## src/rtl/emb_status_pkg.sv

```systemverilog
package emb_status_pkg;

  typedef enum logic [2:0] {
    OP_IDLE    = 3'd0,
    OP_PROG    = 3'd1,
    OP_ERASE   = 3'd2,
    OP_SUSP_RD = 3'd3,
    OP_SUSP_PG = 3'd4
  } op_e;

  localparam int BIT_POLL = 7;
  localparam int BIT_TOGA = 6;
  localparam int BIT_FAIL = 5;
  localparam int BIT_WIN  = 3;
  localparam int BIT_TOGB = 2;

  function automatic logic op_is_busy(input logic [2:0] code);
    return (code == 3'(OP_PROG)) || (code == 3'(OP_ERASE)) || (code == 3'(OP_SUSP_PG));
  endfunction

endpackage

```

## src/rtl/est_ctrl.sv

```systemverilog
module est_ctrl
  import emb_status_pkg::*;
#(
  parameter int RST_CYC = 16
) (
  input  logic       clk,
  input  logic       rst_n,
  input  logic [2:0] op_code,
  input  logic       tmo_exceeded,
  input  logic       reset_cmd,
  input  logic       host_reset,
  output logic [2:0] eff_op,
  output logic       fail,
  output logic       hold
);
  localparam int CW = $clog2(RST_CYC + 1);

  logic          fail_q, fail_d;
  logic [2:0]    fmode_q, fmode_d;
  logic [CW-1:0] cnt_q, cnt_d;
  logic          clr_fail;

  assign clr_fail = reset_cmd || host_reset;
  assign eff_op   = fail_q ? fmode_q : op_code;
  assign fail     = fail_q;
  assign hold     = (cnt_q != '0);

  always_comb begin
    fail_d  = fail_q;
    fmode_d = fmode_q;
    if (clr_fail) begin
      fail_d = 1'b0;
    end else if (!fail_q && tmo_exceeded && op_is_busy(op_code)) begin
      fail_d  = 1'b1;
      fmode_d = op_code;
    end
  end

  always_comb begin
    cnt_d = cnt_q;
    if (host_reset && op_is_busy(eff_op)) begin
      cnt_d = CW'(RST_CYC);
    end else if (cnt_q != '0) begin
      cnt_d = cnt_q - 1'b1;
    end
  end

  always_ff @(posedge clk or negedge rst_n) begin
    if (!rst_n) begin
      fail_q  <= 1'b0;
      fmode_q <= 3'(OP_IDLE);
      cnt_q   <= '0;
    end else begin
      fail_q  <= fail_d;
      fmode_q <= fmode_d;
      cnt_q   <= cnt_d;
    end
  end

  AST_FAIL_STICKY: assert property (@(posedge clk) disable iff (!rst_n)
    (fail_q && !reset_cmd && !host_reset) |=> fail_q);
  AST_FAIL_SET: assert property (@(posedge clk) disable iff (!rst_n)
    (tmo_exceeded && op_is_busy(op_code) && !reset_cmd && !host_reset) |=> fail_q);
  AST_HOLD_COUNT: assert property (@(posedge clk) disable iff (!rst_n)
    (hold && !host_reset) |=> (cnt_q == $past(cnt_q) - 1'b1));

endmodule

```

## src/rtl/est_toggle.sv

```systemverilog
module est_toggle (
  input  logic clk,
  input  logic rst_n,
  input  logic clr,
  input  logic rd_stb,
  input  logic en_a,
  input  logic en_b,
  output logic tog_a,
  output logic tog_b
);
  logic a_q, a_d, b_q, b_d;

  assign tog_a = a_q;
  assign tog_b = b_q;

  always_comb begin
    a_d = a_q;
    b_d = b_q;
    if (clr) begin
      a_d = 1'b0;
      b_d = 1'b0;
    end else if (rd_stb) begin
      if (en_a) a_d = ~a_q;
      if (en_b) b_d = ~b_q;
    end
  end

  always_ff @(posedge clk or negedge rst_n) begin
    if (!rst_n) begin
      a_q <= 1'b0;
      b_q <= 1'b0;
    end else begin
      a_q <= a_d;
      b_q <= b_d;
    end
  end

  AST_TOGA_FLIP: assert property (@(posedge clk) disable iff (!rst_n)
    (rd_stb && en_a && !clr) |=> (tog_a != $past(tog_a)));
  AST_TOGB_FLIP: assert property (@(posedge clk) disable iff (!rst_n)
    (rd_stb && en_b && !clr) |=> (tog_b != $past(tog_b)));
  AST_TOG_HOLD: assert property (@(posedge clk) disable iff (!rst_n)
    (!rd_stb && !clr) |=> ($stable(tog_a) && $stable(tog_b)));
  AST_TOG_CLEAR: assert property (@(posedge clk) disable iff (!rst_n)
    clr |=> (!tog_a && !tog_b));

endmodule

```

## src/rtl/est_word.sv

```systemverilog
module est_word
  import emb_status_pkg::*;
#(
  parameter int DW = 8
) (
  input  logic [2:0]    eff_op,
  input  logic          fail,
  input  logic          prog_d7,
  input  logic          sect_erasing,
  input  logic          win_closed,
  input  logic          tog_a,
  input  logic          tog_b,
  input  logic [DW-1:0] arr_data,
  output logic [DW-1:0] rd_data,
  output logic          stat_rd,
  output logic          en_a,
  output logic          en_b
);
  logic          is_prog, is_erase, susp_hit;
  logic [DW-1:0] word;

  assign is_prog  = (eff_op == 3'(OP_PROG)) || (eff_op == 3'(OP_SUSP_PG));
  assign is_erase = (eff_op == 3'(OP_ERASE));
  assign susp_hit = (eff_op == 3'(OP_SUSP_RD)) && sect_erasing;
  assign stat_rd  = op_is_busy(eff_op) || susp_hit;
  assign en_a     = op_is_busy(eff_op);
  assign en_b     = is_erase || susp_hit;

  always_comb begin
    word           = '0;
    word[BIT_POLL] = is_prog ? ~prog_d7 : susp_hit;
    word[BIT_TOGA] = tog_a;
    word[BIT_FAIL] = fail;
    word[BIT_WIN]  = is_erase && win_closed;
    word[BIT_TOGB] = (is_erase || susp_hit) && tog_b;
    rd_data        = stat_rd ? word : arr_data;
  end

endmodule

```

## src/rtl/emb_status_gen.sv

```systemverilog
module emb_status_gen
  import emb_status_pkg::*;
#(
  parameter int DW      = 8,
  parameter int RST_CYC = 16
) (
  input  logic          clk,
  input  logic          rst_n,
  input  logic [2:0]    op_code,
  input  logic          op_start,
  input  logic          rd_stb,
  input  logic          prog_d7,
  input  logic          sect_erasing,
  input  logic          tmo_exceeded,
  input  logic          win_closed,
  input  logic          reset_cmd,
  input  logic          host_reset,
  input  logic [DW-1:0] arr_data,
  output logic [DW-1:0] rd_data,
  output logic          ryby
);
  logic [2:0] eff_op;
  logic       fail, hold, stat_rd, en_a, en_b, tog_a, tog_b;

  est_ctrl #(.RST_CYC(RST_CYC)) u_ctrl (
    .clk, .rst_n, .op_code, .tmo_exceeded, .reset_cmd, .host_reset,
    .eff_op, .fail, .hold
  );

  est_toggle u_tog (
    .clk, .rst_n, .clr(op_start || host_reset), .rd_stb,
    .en_a, .en_b, .tog_a, .tog_b
  );

  est_word #(.DW(DW)) u_word (
    .eff_op, .fail, .prog_d7, .sect_erasing, .win_closed,
    .tog_a, .tog_b, .arr_data, .rd_data, .stat_rd, .en_a, .en_b
  );

  assign ryby = !op_is_busy(eff_op) && !hold;

  AST_RYBY_BUSY: assert property (@(posedge clk) disable iff (!rst_n)
    op_is_busy(op_code) |-> !ryby);
  AST_ARRAY_IDLE: assert property (@(posedge clk) disable iff (!rst_n)
    (!fail && !op_is_busy(op_code) && op_code != 3'(OP_SUSP_RD)) |-> (rd_data == arr_data));
  AST_RST_HOLD: assert property (@(posedge clk) disable iff (!rst_n)
    (host_reset && op_is_busy(op_code)) |=> !ryby);
  AST_STATUS_ZEROS: assert property (@(posedge clk) disable iff (!rst_n)
    stat_rd |-> (rd_data[4] == 1'b0 && rd_data[1:0] == 2'b00));

endmodule

```

## config.mk

```make
export PLATFORM = sky130hd
export DESIGN_NAME = emb_status_gen
export DESIGN_NICKNAME = d
export VERILOG_FILES = /design/src/rtl/emb_status_pkg.sv /design/src/rtl/est_ctrl.sv /design/src/rtl/est_toggle.sv /design/src/rtl/est_word.sv /design/src/rtl/emb_status_gen.sv
export SDC_FILE = /design/constraint.sdc
export NUM_CORES = 1
export LEC_CHECK = 0
export BUFFER_PORTS_ARGS = -buffer_cell sky130_fd_sc_hd__buf_4
export CAP_MARGIN = 10
export CORE_MARGIN = 1
export CORE_UTILIZATION = 40
export DETAILED_ROUTE_END_ITERATION = 10
export GPL_TIMING_DRIVEN = 0
export PLACE_DENSITY = 0.64
export SETUP_SLACK_MARGIN = 0.1
export SYNTH_ARGS = -nofsm -noshare
export SYNTH_HDL_FRONTEND = slang
export SYNTH_SLANG_ARGS = --single-unit
export TNS_END_PERCENT = 100
```

## constraint.sdc

```tcl
create_clock -name clk -period 2.6 [get_ports clk]
set_input_delay 0.52 -clock clk [delete_from_list [all_inputs] [get_ports clk]]
set_output_delay 0.52 -clock clk [all_outputs]
set_load 0.02 [all_outputs]
```

==> metrics.csv, run 1 <==
stage,metric,value,unit
status,status,finished clean,
clocking,cts_max_level,1,
timing,rsz0062_at_grt,true,
floorplanning,initial_core_util,0.426,
power_and_ir_drop,p_int,0.459,mW
timing,max-slew-margin-rel,0.678,
place,placedCellCount,153,
worst_setup_path,cp_data_required_time,2.08,ns
timing,period_minus_slack,2.50,ns
global_route,first_global_vias,808,
place,gp_congestion,0.735,
yosys,syn_nets,121,
drt,wire_per_inst,13.4,um
floorplanning,core,2210,um2
worst_setup_path,reg2reg_depth,7,
layout,utilization,0.605,
power_and_ir_drop,ir_worst_vdd,0.267,mV
yosys,synthTopCellsByArea,"dfrtp_1 29%, mux2i_4 9.6%, mux2_2 6.0%",
clocking,numClockSinks,11,
layout,drive_gt1_frac,0.454,
place,dp_hpwl,1.56,mm
drt,drt_wl_total,2.27,mm
hold_path,hold_path_class,in2async,
clocking,cts_buffer_depth,2,
global_route,antenna_found_initial,0,
yosys,syn_avg_cell_area,9.52,um2
layout,finalNonFillerCells,169,
worst_setup_path,arrival,1.98,ns
clocking,cts_buffers,3,
yosys,synthArstFlopShare,1.00,
layout,antenna_cells,0,
yosys,ys_seq_elements,11,
worst_setup_path,timing.rr.end,u_ctrl.cnt_q[4],
timing,worst_pin_slew,0.482,ns
drt,vias_per_cell,5.30,
power_and_ir_drop,p_sw_frac,0.380,
floorplanning,die_y,50.5,um
timing,fin_crit_sh,0.962,
worst_setup_path,end_kind,output pin,
yosys,synth_top_area_share,0.292,
power_and_ir_drop,power.switching,0.281,mW
global_route,grt-ovfl-total,0,
drt,vias,895,
floorplanning,rows,17,
layout,final_nets,164,
yosys,yosysWarnings,0,
yosys,synth-main-ff-cell,dfrtp_1,
worst_setup_path,max_stage_delay,0.36,ns
drt,drtIter0Drc,16,
drt,dr.pass1.iters,4,
flow_run,max_cap_violations,0,
timing,slew_violations,0,
worst_setup_path,start_kind,register,
worst_setup_path,timing.reg2reg.setup_slack,0.84,ns
yosys,synthCells,99,
power_and_ir_drop,p_leak,0.605,nW
yosys,ys_top_cells_by_count,"11 x dfrtp_1, 10 x a21oi_1, 8 x nor2_1, 7 x nand2_1, 6 x inv_1",
clocking,clock-root-buffer,clkbuf_4,
global_route,grt_pass1_wl,3.62,mm
layout,area_growth,42.1,%
global_route,grt_max_degree,12,
timing,finalHoldViolations,0,
yosys,ys_seq_area_frac,0.292,
worst_setup_path,cp_num_buf_inv,2,
timing,clock_skew,0.00401,ns
drt,ant_nets,0,
drt,drc_errors,0,
global_route,groute.usage.overall,0.190,
worst_setup_path,worstPathMaxFanout,5,
worst_setup_path,path_cells,"buf_6, mux2i_4, xnor2_2, mux2i_4, mux2_4, buf_6",
place,io_buffers,26,
worst_setup_path,worstReg2RegStart,u_ctrl.fail,
timing,hold_ws,0.0563,ns
yosys,synth_area_leader_cell,dfrtp_1,
timing,setup-tns-final,0,ns
worst_setup_path,path_class,reg2out,
layout,finalInstanceArea,1340,um2
floorplanning,die-area,2550,um2
floorplanning,io_pins,30,
clocking,cts_tree,done,
worst_setup_path,slowest_stage,mux2i_4,
yosys,synth_edf_count,0,
timing,fmax,400,MHz
yosys,syn_area,942,um2
yosys,synth_cell_type_count,40,
clocking,clk_latency,0.29,ns
place,dpl_cell_area,1170,um2
timing,setup_viol,0,
power_and_ir_drop,power_density,552,nW/um2
floorplanning,die_w,50.5,um
clocking,clkTransAtPathRegs,0.08,ns
power_and_ir_drop,comb_power_share,0.485,
worst_setup_path,cp_top_family,multiplexers,
yosys,synth_most_common_cell,dfrtp_1,
power_and_ir_drop,pwr-share-clk,0.175,
power_and_ir_drop,p_seq_frac,0.340,
layout make-up:
cell class | instances | area (um2)
Clock inverter | 1 | 5.00
Tap cell | 28 | 35.0
Clock buffer | 3 | 22.5
Multi-Input combinational cell | 78 | 644
Buffer | 4 | 26.3
Sequential cell | 11 | 275
Fill cell | 198 | 873
Timing Repair Buffer | 38 | 308
Inverter | 6 | 22.5
per-layer routing:
| layer | vias to the layer above | GRT usage | routed length, um |
|---|---|---|---|
| met3 | 4 | 0.0364 | 80 |
| met5 | - | 0 | 0 |
| li1 | 447 | - | - |
| met4 | 0 | 0.0694 | 25 |
| met2 | 15 | 0.318 | 1150 |
| met1 | 429 | 0.241 | 1020 |
power groups by stage:
stage,Sequential [mW],Clock [mW],Combinational [mW]
4_1_cts,0.250,0.135,0.342
5_1_grt,0.259,0.144,0.393
2_1_floorplan,0.246,0,0.231
6_report,0.252,0.130,0.358
3_5_place_dp,0.254,0,0.317
3_3_place_gp,0.252,0,0.312
how the worst max path moves through the flow:
stage                            from         end  slack [ns]  cells after the start
final                     u_ctrl.fail  rd_data[6]         0.1                      6
after global routing      u_ctrl.fail  rd_data[6]       0.004                      6
after CTS                 u_ctrl.fail  rd_data[6]         0.1                      6
after detailed placement   op_code[2]  rd_data[6]        0.02                      6
after global placement     op_code[2]  rd_data[5]        0.03                      6
after floorplan            op_code[2]  rd_data[7]        0.21                      5
timing repair:
action,CTS,global route
pin swaps,0,2
buffers inserted,10,2
resized for setup,2,10
cloned,0,0
hold buffers,0,0
setup endpoints to repair,6,6
sequential cells by signal (all words and copies together) (netlist names):
signal and flops:
u_tog.tog_b 1, u_ctrl.cnt_q 5, u_ctrl.fmode_q 3, u_tog.tog_a 1, u_ctrl.fail 1
through the flow:
step | power [mW] | setup WS [ns]
5_1_grt | 0.795 | 0.00427
3_3_place_gp | 0.564 | 0.0294
6_report | 0.740 | 0.0978
4_1_cts | 0.727 | 0.0968
3_5_place_dp | 0.571 | 0.0196
2_1_floorplan | 0.477 | 0.213
placed cells by master, fill, tap and decap left out, types with 2 or more instances in the layout:
cell type	synthesis	routed
a21oi_1	10	10
nand2_1	7	7
or4b_2	2	2
mux2_2	5	3
xnor2_2	1	2
a211oi_1	2	2
buf_4	0	32
mux2_4	0	2
dfrtp_1	11	11
xor2_1	3	3
nor2b_1	2	2
inv_1	6	6
mux2i_4	4	4
o21bai_1	2	2
nor2_1	8	8
clkbuf_4	0	3
o21ai_0	3	3
nor3_1	4	4
mux2i_1	2	2
buf_6	1	7
buf_2	3	3
kinds of logic (layout without fill, tap and decap cells):
| group | Yosys count | count (layout) | share of synthesized area |
|---|---|---|---|
| compound gates | 31 | 31 | 0.232 |
| simple gates | 29 | 29 | 0.170 |
| mux | 11 | 11 | 0.177 |
| flops | 11 | 11 | 0.292 |
| buf+inv | 10 | 52 | 0.0518 |
| xor+xnor | 6 | 6 | 0.0638 |
| fa+ha+maj | 1 | 1 | 0.0133 |
Note: power is estimated with default switching activity, not from simulation.
==> run 2, diff against run 1 <==
--- a/config.mk
+++ b/config.mk
@@ -5,13 +5,12 @@
 export SDC_FILE = /design/constraint.sdc
 export NUM_CORES = 1
 export LEC_CHECK = 0
-export BUFFER_PORTS_ARGS = -buffer_cell sky130_fd_sc_hd__buf_4
 export CAP_MARGIN = 10
 export CORE_MARGIN = 1
 export CORE_UTILIZATION = 40
 export DETAILED_ROUTE_END_ITERATION = 10
-export GPL_TIMING_DRIVEN = 0
-export PLACE_DENSITY = 0.64
+export DONT_BUFFER_PORTS = 1
+export PLACE_DENSITY = 0.53
 export SETUP_SLACK_MARGIN = 0.1
 export SYNTH_ARGS = -nofsm -noshare
 export SYNTH_HDL_FRONTEND = slang
==> run 2 against run 1 <==
Against the previous run:
- utilization down 13 points
- critical endpoint is now rd_data[3]
- sequential power barely moved
- sequential share of layout area up 5.6 points
- sequential cell count stayed put
- critical path type unchanged
- cell area shrank 21%
==> metrics.csv, run 2 (synthesized netlist as in run 1, its figures left out) <==
stage,metric,value,unit,change
timing,setup-tns-final,0,ns,unchanged
timing,finalHoldViolations,0,,unchanged
timing,max-slew-margin-rel,0.666,,was 0.678
floorplanning,die_y,50.5,um,unchanged
place,gp_congestion,0.772,,was 0.735
status,status,finished clean,,unchanged
global_route,grt-ovfl-total,0,,unchanged
drt,drc_errors,0,,unchanged
worst_setup_path,slowest_stage,dfrtp_2,,was mux2i_4
floorplanning,rows,17,,unchanged
worst_setup_path,start_kind,register,,unchanged
power_and_ir_drop,p_int,0.408,mW,was 0.459 mW
hold_path,hold_path_class,in2reg,,was in2async
layout,reg.largest.list,"u_ctrl.cnt_q x5, u_ctrl.fmode_q x3",,unchanged
drt,vias,754,,was 895
worst_setup_path,cp_data_required_time,2.08,ns,about the same
timing,rsz0062_at_grt,true,,unchanged
worst_setup_path,path_cells,"mux2i_4, buf_4, or2_2, a21boi_0, o22ai_1, buf_4",,"was buf_6, mux2i_4, xnor2_2, mux2i_4, mux2_4, buf_6"
global_route,groute.usage.overall,0.165,,was 0.190
global_route,grt_use_met2,0.253,,was 0.318
timing,slew_violations,0,,unchanged
layout,top_register,u_ctrl.cnt_q,,unchanged
power_and_ir_drop,power.switching,0.237,mW,was 0.281 mW
worst_setup_path,end_kind,output pin,,unchanged
clocking,cts_buffer_depth,2,,unchanged
global_route,grt_max_degree,12,,unchanged
worst_setup_path,cp_top_family,flip-flops,,was multiplexers
timing,worst_pin_slew,0.499,ns,was 0.482 ns
place,io_buffers,0,,was 26
layout,antenna_cells,0,,unchanged
worst_setup_path,worstReg2RegStart,u_ctrl.fail,,unchanged
layout,utilization,0.477,,was 0.605
floorplanning,die-area,2550,um2,unchanged
worst_setup_path,worstPathMaxFanout,8,,was 5
layout,final_nets,132,,was 164
timing,fmax,410,MHz,was 400 MHz
timing,fin_crit_sh,0.939,,was 0.962
drt,ant_nets,0,,unchanged
floorplanning,core,2210,um2,unchanged
clocking,cts_tree,done,,unchanged
layout,drive_gt1_frac,0.266,,was 0.454
global_route,use_met3,0.0545,,was 0.0364
global_route,grt_use_met1,0.223,,was 0.241
hold_path,hold_start,reset_cmd,,
clocking,numClockSinks,11,,unchanged
power_and_ir_drop,p_seq_frac,0.391,,was 0.340
clocking,clk_latency,0.27,ns,was 0.29 ns
layout,fillers,214,,was 198
worst_setup_path,max_stage_delay,0.49,ns,was 0.36 ns
global_route,grt_pass1_wl,3.08,mm,was 3.62 mm
clocking,clock-root-buffer,clkbuf_4,,unchanged
power_and_ir_drop,p_leak,0.423,nW,was 0.605 nW
power_and_ir_drop,comb_power_share,0.429,,was 0.485
power_and_ir_drop,fin_total_pwr,0.645,mW,was 0.740 mW
worst_setup_path,arrival,1.92,ns,was 1.98 ns
clocking,cts_buffers,3,,unchanged
worst_setup_path,timing.reg2reg.setup_slack,0.93,ns,was 0.84 ns
layout,area_growth,12.1,%,was 42.1%
worst_setup_path,cp_num_buf_inv,2,,unchanged
place,dp_hpwl,1.52,mm,was 1.56 mm
floorplanning,io_pins,30,,unchanged
timing,period_minus_slack,2.44,ns,was 2.50 ns
power_and_ir_drop,power_density,610,nW/um2,was 552 nW/um2
global_route,busiest_layer,met2,,unchanged
timing,clock_skew,0.00657,ns,was 0.00401 ns
global_route,antenna_found_initial,0,,unchanged
clocking,clkTransAtPathRegs,0.07,ns,was 0.08 ns
worst_setup_path,path_class,reg2out,,unchanged
floorplanning,initial_core_util,0.426,,unchanged
worst_setup_path,cp_common_cell,buf_4,,
power_and_ir_drop,ir_worst_vdd,0.373,mV,was 0.267 mV
clocking,cts_max_level,1,,unchanged
timing,setup_viol,0,,unchanged
layout,final_cell_mix,"10 x a21oi_1, 10 x dfrtp_1, 9 x buf_4, 8 x nor2_1, 7 x nand2_1",,"was 32 x buf_4, 11 x dfrtp_1, 10 x a21oi_1, 8 x nor2_1"
power_and_ir_drop,pwr-share-clk,0.180,,was 0.175
drt,wire_per_inst,14.0,um,was 13.4 um
worst_setup_path,cp-startpoint,u_ctrl.fail,,unchanged
layout,largest_reg_flops,5,,unchanged
layout,multi_input_area,618,um2,was 644 um2
timing,hold_ws,0.305,ns,was 0.0563 ns
power_and_ir_drop,p_sw_frac,0.367,,was 0.380
drt,dr.pass1.iters,4,,unchanged
global_route,first_global_vias,659,,was 808
drt,drt_wl_total,1.91,mm,was 2.27 mm
place,pre_cts_slack,0.250,ns,was 0.0196 ns
flow_run,max_cap_violations,0,,unchanged
timing,final.setup.worst_slack,0.158,ns,was 0.0978 ns
floorplanning,die_w,50.5,um,unchanged
drt,vias_per_cell,5.50,,was 5.30
layout,ff_latch_area,277,um2,was 275 um2
drt,drtIter0Drc,13,,was 16
## run 2: changes by cell type in the layout (fill, tap and decap cells not counted), moves of 2 or more
cell / before / now
buf_6: 7 / 0
mux2_4: 2 / 0
mux2_2: 3 / 5
buf_4: 32 / 9
buf_2: 3 / 0
## run 2: path summary, 6_finish.rpt
kind | end | cells past startpoint
max | rd_data[3] | 6
min | u_ctrl.fail | 1
max reg2reg | u_ctrl.cnt_q[1] | 5
min reg2reg | u_ctrl.cnt_q[4] | 2
max in group asynchronous | u_ctrl.fail | 1
min in group asynchronous | u_ctrl.fmode_q[1] | 1
## run 2: per-stage QoR
stage               instance area, um2  std cells
CTS                               1060        137
detailed placement                1000        130
global route                      1060        137
finish                            1060        137
floorplan                          942         99
global placement                  1000        130
## run 2: layout make-up
type | count | share of cell area
tap | 28 | 0.0332
clock buffer | 4 | 0.0249
inverter | 6 | 0.0213
multi-input combinational | 78 | 0.585
timing repair buffer | 10 | 0.0735
sequential | 11 | 0.262
## run 2: metal layers
layer,vias up,part of all wire,wire (um)
met1,348,0.48,912
met5,-,0,0
li1,383,-,-
met3,2,0.055,106
met4,0,0.0058,11
met2,21,0.46,882
## run 2: what timing repair did
item,in CTS,in global routing
gates resized for setup,1,0
pin swaps,0,1
cloned,0,0
setup endpoints to repair,9,1
setup buffers,2,0
hold endpoints to repair,11,0
hold buffers,1,0
## run 2: power groups by stage
stage	clock (mW)	combinational [mW]	sequential, mW
2_1_floorplan	0	0.231	0.246
3_3_place_gp	0	0.266	0.256
3_5_place_dp	0	0.271	0.256
4_1_cts	0.121	0.279	0.253
5_1_grt	0.126	0.311	0.256
6_report	0.116	0.277	0.252
## run 2: worst reg2reg max path, cell delays in order, from the launching register on
cell	delay [ns]
dfrtp_2	0.48
mux2i_4	0.31
buf_4	0.21
xnor2_2	0.11
a211oi_4	0.34
a211oi_1	0.09
